File: src/rtl/uart_tx_pkg.sv
package uart_tx_pkg;
  localparam logic [1:0] OSR_16 = 2'd0;
  localparam logic [1:0] OSR_8  = 2'd1;
  localparam logic [1:0] OSR_4  = 2'd2;

  // Oversampling ticks per bit for a given selector.
  function automatic logic [4:0] os_ratio(input logic [1:0] sel);
    case (sel)
      OSR_8:   return 5'd8;
      OSR_4:   return 5'd4;
      OSR_16:  return 5'd16;
      default: return 5'd16;
    endcase
  endfunction

  // Oversampling ticks in a turnaround delay of dly bit times.
  function automatic logic [8:0] turn_ticks(input logic [3:0] dly, input logic [1:0] sel);
    return {5'd0, dly} * {4'd0, os_ratio(sel)};
  endfunction
endpackage

File: src/rtl/tx_baud_gen.sv
module tx_baud_gen #(
  parameter int DIV_W = 16
) (
  input  logic             clk,
  input  logic             rst_n,
  input  logic [DIV_W-1:0] div,
  output logic             os_tick
);
  logic [DIV_W-1:0] cnt;

  assign os_tick = (cnt >= div);

  always_ff @(posedge clk or negedge rst_n) begin
    if (!rst_n)       cnt <= '0;
    else if (os_tick) cnt <= '0;
    else              cnt <= cnt + 1'b1;
  end
endmodule

File: src/rtl/tx_fifo.sv
module tx_fifo #(
  parameter int DW    = 8,
  parameter int DEPTH = 256,
  parameter int AW    = $clog2(DEPTH),
  parameter int CW    = AW + 1
) (
  input  logic          clk,
  input  logic          rst_n,
  input  logic          push,
  input  logic [DW-1:0] din,
  input  logic          pop,
  output logic [DW-1:0] dout,
  output logic [CW-1:0] level,
  output logic          empty,
  output logic          full,
  output logic          overflow
);
  logic [DW-1:0] mem [DEPTH];
  logic [AW-1:0] wr_ptr, rd_ptr;
  logic [CW-1:0] cnt;
  logic          push_ok, pop_ok;

  function automatic logic [AW-1:0] ptr_next(input logic [AW-1:0] p);
    return (p == AW'(DEPTH - 1)) ? '0 : p + 1'b1;
  endfunction

  assign empty   = (cnt == '0);
  assign full    = (cnt == CW'(DEPTH));
  assign push_ok = push && !full;
  assign pop_ok  = pop && !empty;
  assign dout    = mem[rd_ptr];
  assign level   = cnt;

  always_ff @(posedge clk) begin
    if (push_ok) mem[wr_ptr] <= din;
  end

  always_ff @(posedge clk or negedge rst_n) begin
    if (!rst_n) begin
      wr_ptr   <= '0;
      rd_ptr   <= '0;
      cnt      <= '0;
      overflow <= 1'b0;
    end else begin
      overflow <= push && full;
      if (push_ok) wr_ptr <= ptr_next(wr_ptr);
      if (pop_ok)  rd_ptr <= ptr_next(rd_ptr);
      case ({push_ok, pop_ok})
        2'b10:   cnt <= cnt + 1'b1;
        2'b01:   cnt <= cnt - 1'b1;
        default: cnt <= cnt;
      endcase
    end
  end
endmodule

File: src/rtl/tx_shifter.sv
module tx_shifter
  import uart_tx_pkg::*;
#(
  parameter int DW = 8,
  parameter int FW = DW + 2,
  parameter int IW = $clog2(FW)
) (
  input  logic          clk,
  input  logic          rst_n,
  input  logic          os_tick,
  input  logic [1:0]    os_sel,
  input  logic          have_data,
  input  logic [DW-1:0] din,
  output logic          load,
  output logic          busy,
  output logic          stop_done,
  output logic          txd
);
  logic [FW-1:0] frame;
  logic [IW-1:0] bit_idx;
  logic [4:0]    phase;
  logic          bit_end, last_bit;

  assign last_bit  = (bit_idx == IW'(FW - 1));
  assign bit_end   = busy && os_tick && (phase >= os_ratio(os_sel) - 5'd1);
  assign stop_done = bit_end && last_bit;
  assign load      = have_data && (!busy || stop_done);
  assign txd       = busy ? frame[0] : 1'b1;

  always_ff @(posedge clk or negedge rst_n) begin
    if (!rst_n) begin
      frame   <= '1;
      bit_idx <= '0;
      phase   <= '0;
      busy    <= 1'b0;
    end else if (load) begin
      frame   <= {1'b1, din, 1'b0};
      bit_idx <= '0;
      phase   <= '0;
      busy    <= 1'b1;
    end else if (bit_end) begin
      phase <= '0;
      if (last_bit) begin
        busy <= 1'b0;
      end else begin
        frame   <= {1'b1, frame[FW-1:1]};
        bit_idx <= bit_idx + 1'b1;
      end
    end else if (busy && os_tick) begin
      phase <= phase + 1'b1;
    end
  end
endmodule

File: src/rtl/tx_dir_ctrl.sv
module tx_dir_ctrl
  import uart_tx_pkg::*;
(
  input  logic       clk,
  input  logic       rst_n,
  input  logic       en,
  input  logic       os_tick,
  input  logic [1:0] os_sel,
  input  logic [3:0] dly,
  input  logic       stop_done,
  input  logic       have_data,
  input  logic       busy,
  output logic       hold_active,
  output logic       hold_expire,
  output logic       dir_out
);
  logic [8:0] rem;
  logic       start_hold;

  assign start_hold  = en && stop_done && !have_data && (dly != 4'd0);
  assign hold_expire = hold_active && os_tick && !have_data && (rem <= 9'd1);
  assign dir_out     = en && (busy || have_data || hold_active);

  always_ff @(posedge clk or negedge rst_n) begin
    if (!rst_n) begin
      hold_active <= 1'b0;
      rem         <= '0;
    end else if (!en) begin
      hold_active <= 1'b0;
    end else if (start_hold) begin
      hold_active <= 1'b1;
      rem         <= turn_ticks(dly, os_sel);
    end else if (hold_active && have_data) begin
      hold_active <= 1'b0;
    end else if (hold_expire) begin
      hold_active <= 1'b0;
    end else if (hold_active && os_tick) begin
      rem <= rem - 1'b1;
    end
  end
endmodule

File: src/rtl/uart_tx_rs485.sv
module uart_tx_rs485
  import uart_tx_pkg::*;
#(
  parameter int DEPTH = 256,
  parameter int DW    = 8,
  parameter int DIV_W = 16,
  parameter int LVL_W = $clog2(DEPTH) + 1
) (
  input  logic             clk,
  input  logic             rst_n,
  input  logic             wr_en,
  input  logic [DW-1:0]    wr_data,
  input  logic [DIV_W-1:0] cfg_div,
  input  logic [1:0]       cfg_os_sel,
  input  logic [LVL_W-1:0] cfg_trig,
  input  logic             cfg_irq_en,
  input  logic             cfg_rs485_en,
  input  logic [3:0]       cfg_turn_dly,
  output logic             txd,
  output logic             dir_out,
  output logic             thr_empty,
  output logic             tsr_empty,
  output logic             tx_irq,
  output logic             overflow,
  output logic [LVL_W-1:0] fifo_level
);
  // Named internal events, brought out for the checker.
  logic          os_tick;
  logic          load_evt;
  logic          busy;
  logic          stop_done;
  logic          hold_active;
  logic          hold_expire;
  logic          fifo_empty, fifo_full;
  logic [DW-1:0] fifo_dout;
  logic          irq_src;

  tx_baud_gen #(.DIV_W(DIV_W)) u_baud (
    .clk(clk), .rst_n(rst_n), .div(cfg_div), .os_tick(os_tick)
  );

  tx_fifo #(.DW(DW), .DEPTH(DEPTH), .CW(LVL_W)) u_fifo (
    .clk(clk), .rst_n(rst_n), .push(wr_en), .din(wr_data), .pop(load_evt),
    .dout(fifo_dout), .level(fifo_level), .empty(fifo_empty), .full(fifo_full),
    .overflow(overflow)
  );

  tx_shifter #(.DW(DW)) u_shift (
    .clk(clk), .rst_n(rst_n), .os_tick(os_tick), .os_sel(cfg_os_sel),
    .have_data(!fifo_empty), .din(fifo_dout), .load(load_evt), .busy(busy),
    .stop_done(stop_done), .txd(txd)
  );

  tx_dir_ctrl u_dir (
    .clk(clk), .rst_n(rst_n), .en(cfg_rs485_en), .os_tick(os_tick),
    .os_sel(cfg_os_sel), .dly(cfg_turn_dly), .stop_done(stop_done),
    .have_data(!fifo_empty), .busy(busy), .hold_active(hold_active),
    .hold_expire(hold_expire), .dir_out(dir_out)
  );

  assign thr_empty = fifo_empty;
  assign tsr_empty = fifo_empty && !busy;

  // Interrupt source: level threshold normally, whole-path empty in half duplex.
  assign irq_src = cfg_rs485_en ? tsr_empty : (fifo_level < cfg_trig);
  assign tx_irq  = cfg_irq_en && irq_src;
endmodule

File: config.mk
export PLATFORM = sky130hd
export DESIGN_NAME = uart_tx_rs485
export DESIGN_NICKNAME = d
export VERILOG_FILES = /design/src/rtl/uart_tx_pkg.sv /design/src/rtl/tx_baud_gen.sv /design/src/rtl/tx_fifo.sv /design/src/rtl/tx_shifter.sv /design/src/rtl/tx_dir_ctrl.sv /design/src/rtl/uart_tx_rs485.sv
export SDC_FILE = /design/constraint.sdc
export NUM_CORES = 2
export LEC_CHECK = 0
export BUFFER_PORTS_ARGS = -buffer_cell sky130_fd_sc_hd__buf_2
export CAP_MARGIN = 40
export CORE_MARGIN = 3
export CORE_UTILIZATION = 35
export DETAILED_ROUTE_END_ITERATION = 10
export SYNTH_ARGS = -nofsm -noshare
export SYNTH_HDL_FRONTEND = slang
export SYNTH_SLANG_ARGS = --single-unit
File: constraint.sdc
create_clock -name clk -period 4.9 [get_ports clk]
set_input_delay 0.98 -clock clk [delete_from_list [all_inputs] [get_ports clk]]
set_output_delay 0.98 -clock clk [all_outputs]
set_load 0.05 [all_outputs]
After elaboration in Yosys (flattened, before gate mapping)
Memories as Yosys holds them, arrays and structs flattened. Index checks and enable logic that the tools add are counted.

Multiply operators: 1. Magnitude comparators: 4. Reduce and logical (&&, ||, !) cells: 33. Muxes and demuxes: 31. Add/subtract/negate cells: 9. Equality and inequality tests: 12.

Operators by type and width (count): 9-bit 2-to-1 mux (4); 10-bit 2-to-1 mux (3); 5-bit 2-to-1 mux (5); 9-bit case mux with 2 select lines (1); 9-bit by 1-bit subtractor with 9-bit output (second input constant) (2); 1-bit logical AND (17); 16-bit by 1-bit adder with 16-bit output (second input constant) (1); 8-bit by 1-bit adder with 8-bit output (second input constant) (2); 8-bit == test (second input constant) (2); 16-bit >= comparator (1); 16-bit 2-to-1 mux (1); 8-bit 2-to-1 mux (2); 4-bit 2-to-1 mux (3); 1-bit 2-to-1 mux (11); 5-bit case mux with 2 select lines (1); 9-bit by 1-bit adder with 9-bit output (second input constant) (1); 9-bit == test (second input constant) (1); 9-bit by 1-bit less-or-equal comparator with 1-bit output (second input constant) (1); 9-bit zero test (1); 9-bit less-than comparator (1); 4-bit by 5-bit multiplier with 9-bit output (1); 2-bit nonzero test (4); 5-bit by 1-bit adder with 5-bit output (second input constant) (1); 5-bit >= comparator (1); other kinds (14) (22).

Output and inout bits: 15. Word-level logic and storage cells: 102. RAM bits: 2048. Input port bits: 44. Memories kept: 1. Flip-flop bits (word level): 72.

Memories: u_fifo.mem (words 256, bits a word 8, rd ports 1, clocked after memory_dff 0, write ports 1, RTL line tx_fifo.sv:18) `logic [DW-1:0] mem [DEPTH];`.

Logic depth before layout (Yosys ltp)
Depth in word-level cells: 13. Gate-level depth with buffers: 21.

Cells and area by module
A second synthesis with hierarchy kept.

Cell total of the unflattened synthesis: 4172. Area total of the unflattened synthesis: 84831.4 µm².

Modules (own cells, without submodules): tx_fifo (times used 1, cells each 3788, area an instance 81124.1 µm²); tx_baud_gen (times used 1, cells each 130, area an instance 1260.0 µm²); tx_shifter (times used 1, cells each 115, area an instance 1203.7 µm²); tx_dir_ctrl (times used 1, cells each 107, area an instance 983.4 µm²); uart_tx_rs485 (times used 1, cells each 32, area an instance 260.2 µm²).

Worst setup path before layout
Ideal clock, no wire load.

Path type: register to output. Start: register u_fifo.cnt[6], in the netlist u_fifo.level[6]. End: output port tx_irq. Path slack: 219 ps. Required time: 3920 ps. Arrival: 3701 ps. Cell stages (with the launch flop): 7. Cell sequence: dfrtp_1 > buf_2 > or3_1 > nor4_4 > nor2b_1 > nand2_1 > a21boi_1.

Cells in the longest elaborated chain, start to end: 4. Elaborated cells between the ends (all ways): 5. Those cells by class: order compare (1); mux (1); reduce/logical (3).

Ends and longest elaborated chain: start, declared (RTL line tx_fifo.sv:20) `logic [CW-1:0] cnt;`; start signal, assigned (RTL line tx_fifo.sv:49) `2'b10: cnt <= cnt + 1'b1;`; start signal, assigned (RTL line tx_fifo.sv:50) `2'b01: cnt <= cnt - 1'b1;`; start signal, assigned (RTL line tx_fifo.sv:51) `default: cnt <= cnt;`; 9-bit zero test (RTL line tx_fifo.sv:27) `assign empty = (cnt == '0);`; net thr_empty (RTL line uart_tx_rs485.sv:21) `output logic thr_empty,`; 1-bit logical AND (RTL line uart_tx_rs485.sv:62) `assign tsr_empty = fifo_empty && !busy;`; net tsr_empty (RTL line uart_tx_rs485.sv:22) `output logic tsr_empty,`; 1-bit 2-to-1 mux (RTL line uart_tx_rs485.sv:65) `assign irq_src = cfg_rs485_en ? tsr_empty : (fifo_level < cfg_trig);`; 1-bit logical AND (RTL line uart_tx_rs485.sv:66) `assign tx_irq = cfg_irq_en && irq_src;`; end, declared (RTL line uart_tx_rs485.sv:23) `output logic tx_irq,`.

The timed path passes the listed nets, and every way through them passes these cells.

Worst setup path after layout
Start: register u_fifo.cnt[1], in the netlist u_fifo.level[1]. End: output port tx_irq.

Cells in the longest elaborated chain, start to end: 4. Elaborated cells between the ends (all ways): 5. Those cells by class: order compare (1); mux (1); reduce/logical (3).

Ends and longest elaborated chain (RTL line): parallel branches: the longest is 2 deep, another holds 9-bit less-than comparator; 1-bit 2-to-1 mux * (uart_tx_rs485.sv:65); 1-bit logical AND * (uart_tx_rs485.sv:66).

Every way passes the cells marked *.

==> reports/metrics.yaml <==
placement:
  placed_area_um2: 88600
  pre_cts_ws_ns: 0.462
  routabilityCongestion: 0.798
  dp_hpwl_um: 118000
  portBuffers: 58
cts:
  cts.clk_slew.worst_paths_ns: 0.06
  cts_tree: "yes"
  ctsHoldBuffers: 0
  cts_root_buf: "clkbuf_16"
  clock_tree.buffer_depth: 3
  cts_resized: 0
  htreeDepth: 4
  clkSinkCount: 2119
  clk_latency_ns: 0.86
  post_cts_buffers: 0
  cts_buffers: 212
timing:
  worst_pin_slew_ns: 1.31
  skew_ns: 0.0427
  drv_slew: 0
  setup_tns_ns: 0
  slew_headroom: 0.125
  timing.fmax_mhz: 218
  report.final.setup_viol: 0
  layout_setup_ws_ns: 0.317
  period_share: 0.935
  period_needed_ns: 4.58
  rsz0062_at_grt: "no"
  hold_viol_final: 0
finish:
  fillers: 20700
  layout_commonest_cell: "edfxtp_1"
  drive_gt1_frac: 0.276
  syn_to_final_growth_pct: 14.0
  layout_common_cells: "2048 x edfxtp_1, 642 x mux4_2, 316 x nor2_1, 215 x clkbuf_16, 91 x buf_4"
  design_area_um2: 95300
  final_nets: 4123
drt:
  routed-via-count: 39500
  vias_per_cell: 5.37
  dr.pass1.iters: 6
  drt_first_iter_violations: 4073
  ant_nets: 0
  routed_wl_um: 198000
  drc: 0
  wire_per_inst_um: 26.9
pwr:
  ir_drop_uv: 298
  power_uw: 37500
  power.density_nw_per_um2: 393
  power.leakage_uw: 0.0289
floorplan:
  fp.dieArea_um2: 245000
  io_pins: 59
  rows: 178
  fp.dieW_um: 495
  initial_core_util: 0.353
  die_height_um: 495
  core_area_um2: 237000
synth:
  async_reset_ff_frac: 0.0335
  ys_types: 66
  synth-main-ff-cell: "edfxtp_1"
  syn_area_um2: 83600
  synth_seq_cells: 2119
  yosysWarningCount: 0
  yosysSeqAreaShare: 0.757
  syn_nets: 3932
  synth_edf_count: 2048
  avgSynthCellArea_um2: 21.8
  synthCells: 3831
worst_setup_path:
  crit_required_ns: 3.92
  crit_path_frequent_cell: "a21o_1"
  critPathMaxStageDelay_ns: 0.56
  path_class: "reg2out"
  critPathLaunchType: "register"
  endpoint_kind: "primary output"
  critPathSlowestCell: "dfrtp_1"
  path_cells: "ha_1 > a21o_1 > a21o_1 > a21o_1 > a21o_1 > a21o_1 > a211o_1 > a311o_1 > a21boi_1 > buf_2"
  crit_arrival_ns: 3.60
  crit_fanout: 9
grt:
  grt_pass1_wl_um: 292000
  antenna_found_initial: 4
  grt_max_degree: 146
  first_global_vias: 40400
  track_usage: 0.162
  gr-total-overflow: 0
worst_hold_path:
  hold_path_class: "in2async"
run:
  max_cap_viol_count: 0
status:
  status: "finished, final reports clean"
metrics by stage:
stage	utilization	instances	hold WS [ns]
2_1_floorplan	-	3831	0.467
3_3_place_gp	0.373	6925	0.529
3_5_place_dp	0.375	6954	0.542
4_1_cts	0.403	7348	0.144
5_1_grt	0.403	7352	0.186
6_report	0.403	7354	0.175
per-layer routing:
| layer | GRT usage | part of all wire |
|---|---|---|
| met5 | 0 | 0 |
| met4 | 0.0405 | 0.021 |
| met3 | 0.0330 | 0.072 |
| met2 | 0.256 | 0.48 |
| met1 | 0.230 | 0.42 |
worst max-delay path: cells and delay by family (launching register included):
kind	cells	cell delay, ns
buffers and inverters	1	0.28
DFF	1	0.56
AOI/OAI and AO/OA	8	1.62
adders and majority gates	1	0.31
cell usage after synthesis (9+ instances only):
library cell	instances	share of area
buf_1	20	0.00090
nand2_1	61	0.0027
buf_2	65	0.0039
nand3_1	40	0.0024
and2_1	16	0.0012
o21ai_0	22	0.0013
mux4_2	642	0.17
ha_1	55	0.0082
a22o_1	19	0.0020
nor2_1	317	0.014
nand4_1	10	0.00075
a22oi_1	34	0.0031
edfxtp_1	2048	0.74
xor2_1	13	0.0014
clkbuf_1	122	0.0055
a221oi_1	14	0.0015
o21ai_1	14	0.00084
a21oi_1	31	0.0019
xnor2_1	28	0.0029
dfstp_2	9	0.0028
dfrtp_1	62	0.019
nor3_1	11	0.00066
mux2i_1	15	0.0018
nor2b_1	16	0.0012
and3_1	11	0.00082
inv_1	44	0.0020
worst paths after layout:
| check | from | to | slack [ns] | cells past startpoint |
|---|---|---|---|---|
| max in group asynchronous | rst_n | u_fifo.level[3] | 3.90 | 2 |
| hold / removal | rst_n | u_shift.busy | 0.18 | 1 |
| min in group clk | wr_data[3] | u_fifo.mem[222][3] | 0.39 | 1 |
| hold reg to reg | u_baud.cnt[0] | u_baud.cnt[0] | 0.54 | 1 |
| setup reg to reg | u_fifo.level[2] | u_fifo.level[8] | 0.89 | 13 |
| setup / recovery | u_fifo.level[1] | tx_irq | 0.32 | 10 |
layout make-up:
cell class / count / area, um^2 / share of cell area
Inverter: 44 / 165 / 0.00173
Sequential cell: 2119 / 63300 / 0.664
Timing Repair Buffer: 192 / 1940 / 0.0204
Clock buffer: 276 / 5630 / 0.0591
Tap cell: 3150 / 3940 / 0.0414
Multi-Input combinational cell: 1453 / 19300 / 0.203
Clock inverter: 118 / 1000 / 0.0105
Antenna cell: 2 / 5.00 / 0.0000525
cells by family (layout without fill, tap and decap cells):
group	Yosys count	after routing	share of synthesized area
XOR/XNOR	41	41	0.00430
adder cells (fa/ha/maj)	57	57	0.00871
AO/OA/AOI/OAI	183	183	0.0152
buffers and inverters	259	630	0.0130
AND/OR/NAND/NOR	510	510	0.0265
flip-flops	2119	2119	0.757
multiplexers	661	661	0.175
other	1	3	0.0000449
sequential cells by signal, indices dropped and copies added (netlist names):
register           count
u_shift.frame          9
u_baud.cnt            16
u_fifo.rd_ptr          8
u_fifo.overflow        1
u_fifo.mem          2048
u_dir.hold_active      1
u_fifo.level           9
u_fifo.wr_ptr          8
u_shift.phase          5
u_dir.rem              9
u_shift.bit_idx        4
u_shift.busy           1
power by group:
group / switching (uW) / internal (uW) / leakage (uW)
registers: 229 / 20100 / 0.0193
logic: 1250 / 461 / 0.00633
clock network: 6860 / 8550 / 0.00322
total: 8340 / 29100 / 0.0289
(Power assumes the default switching activity.)
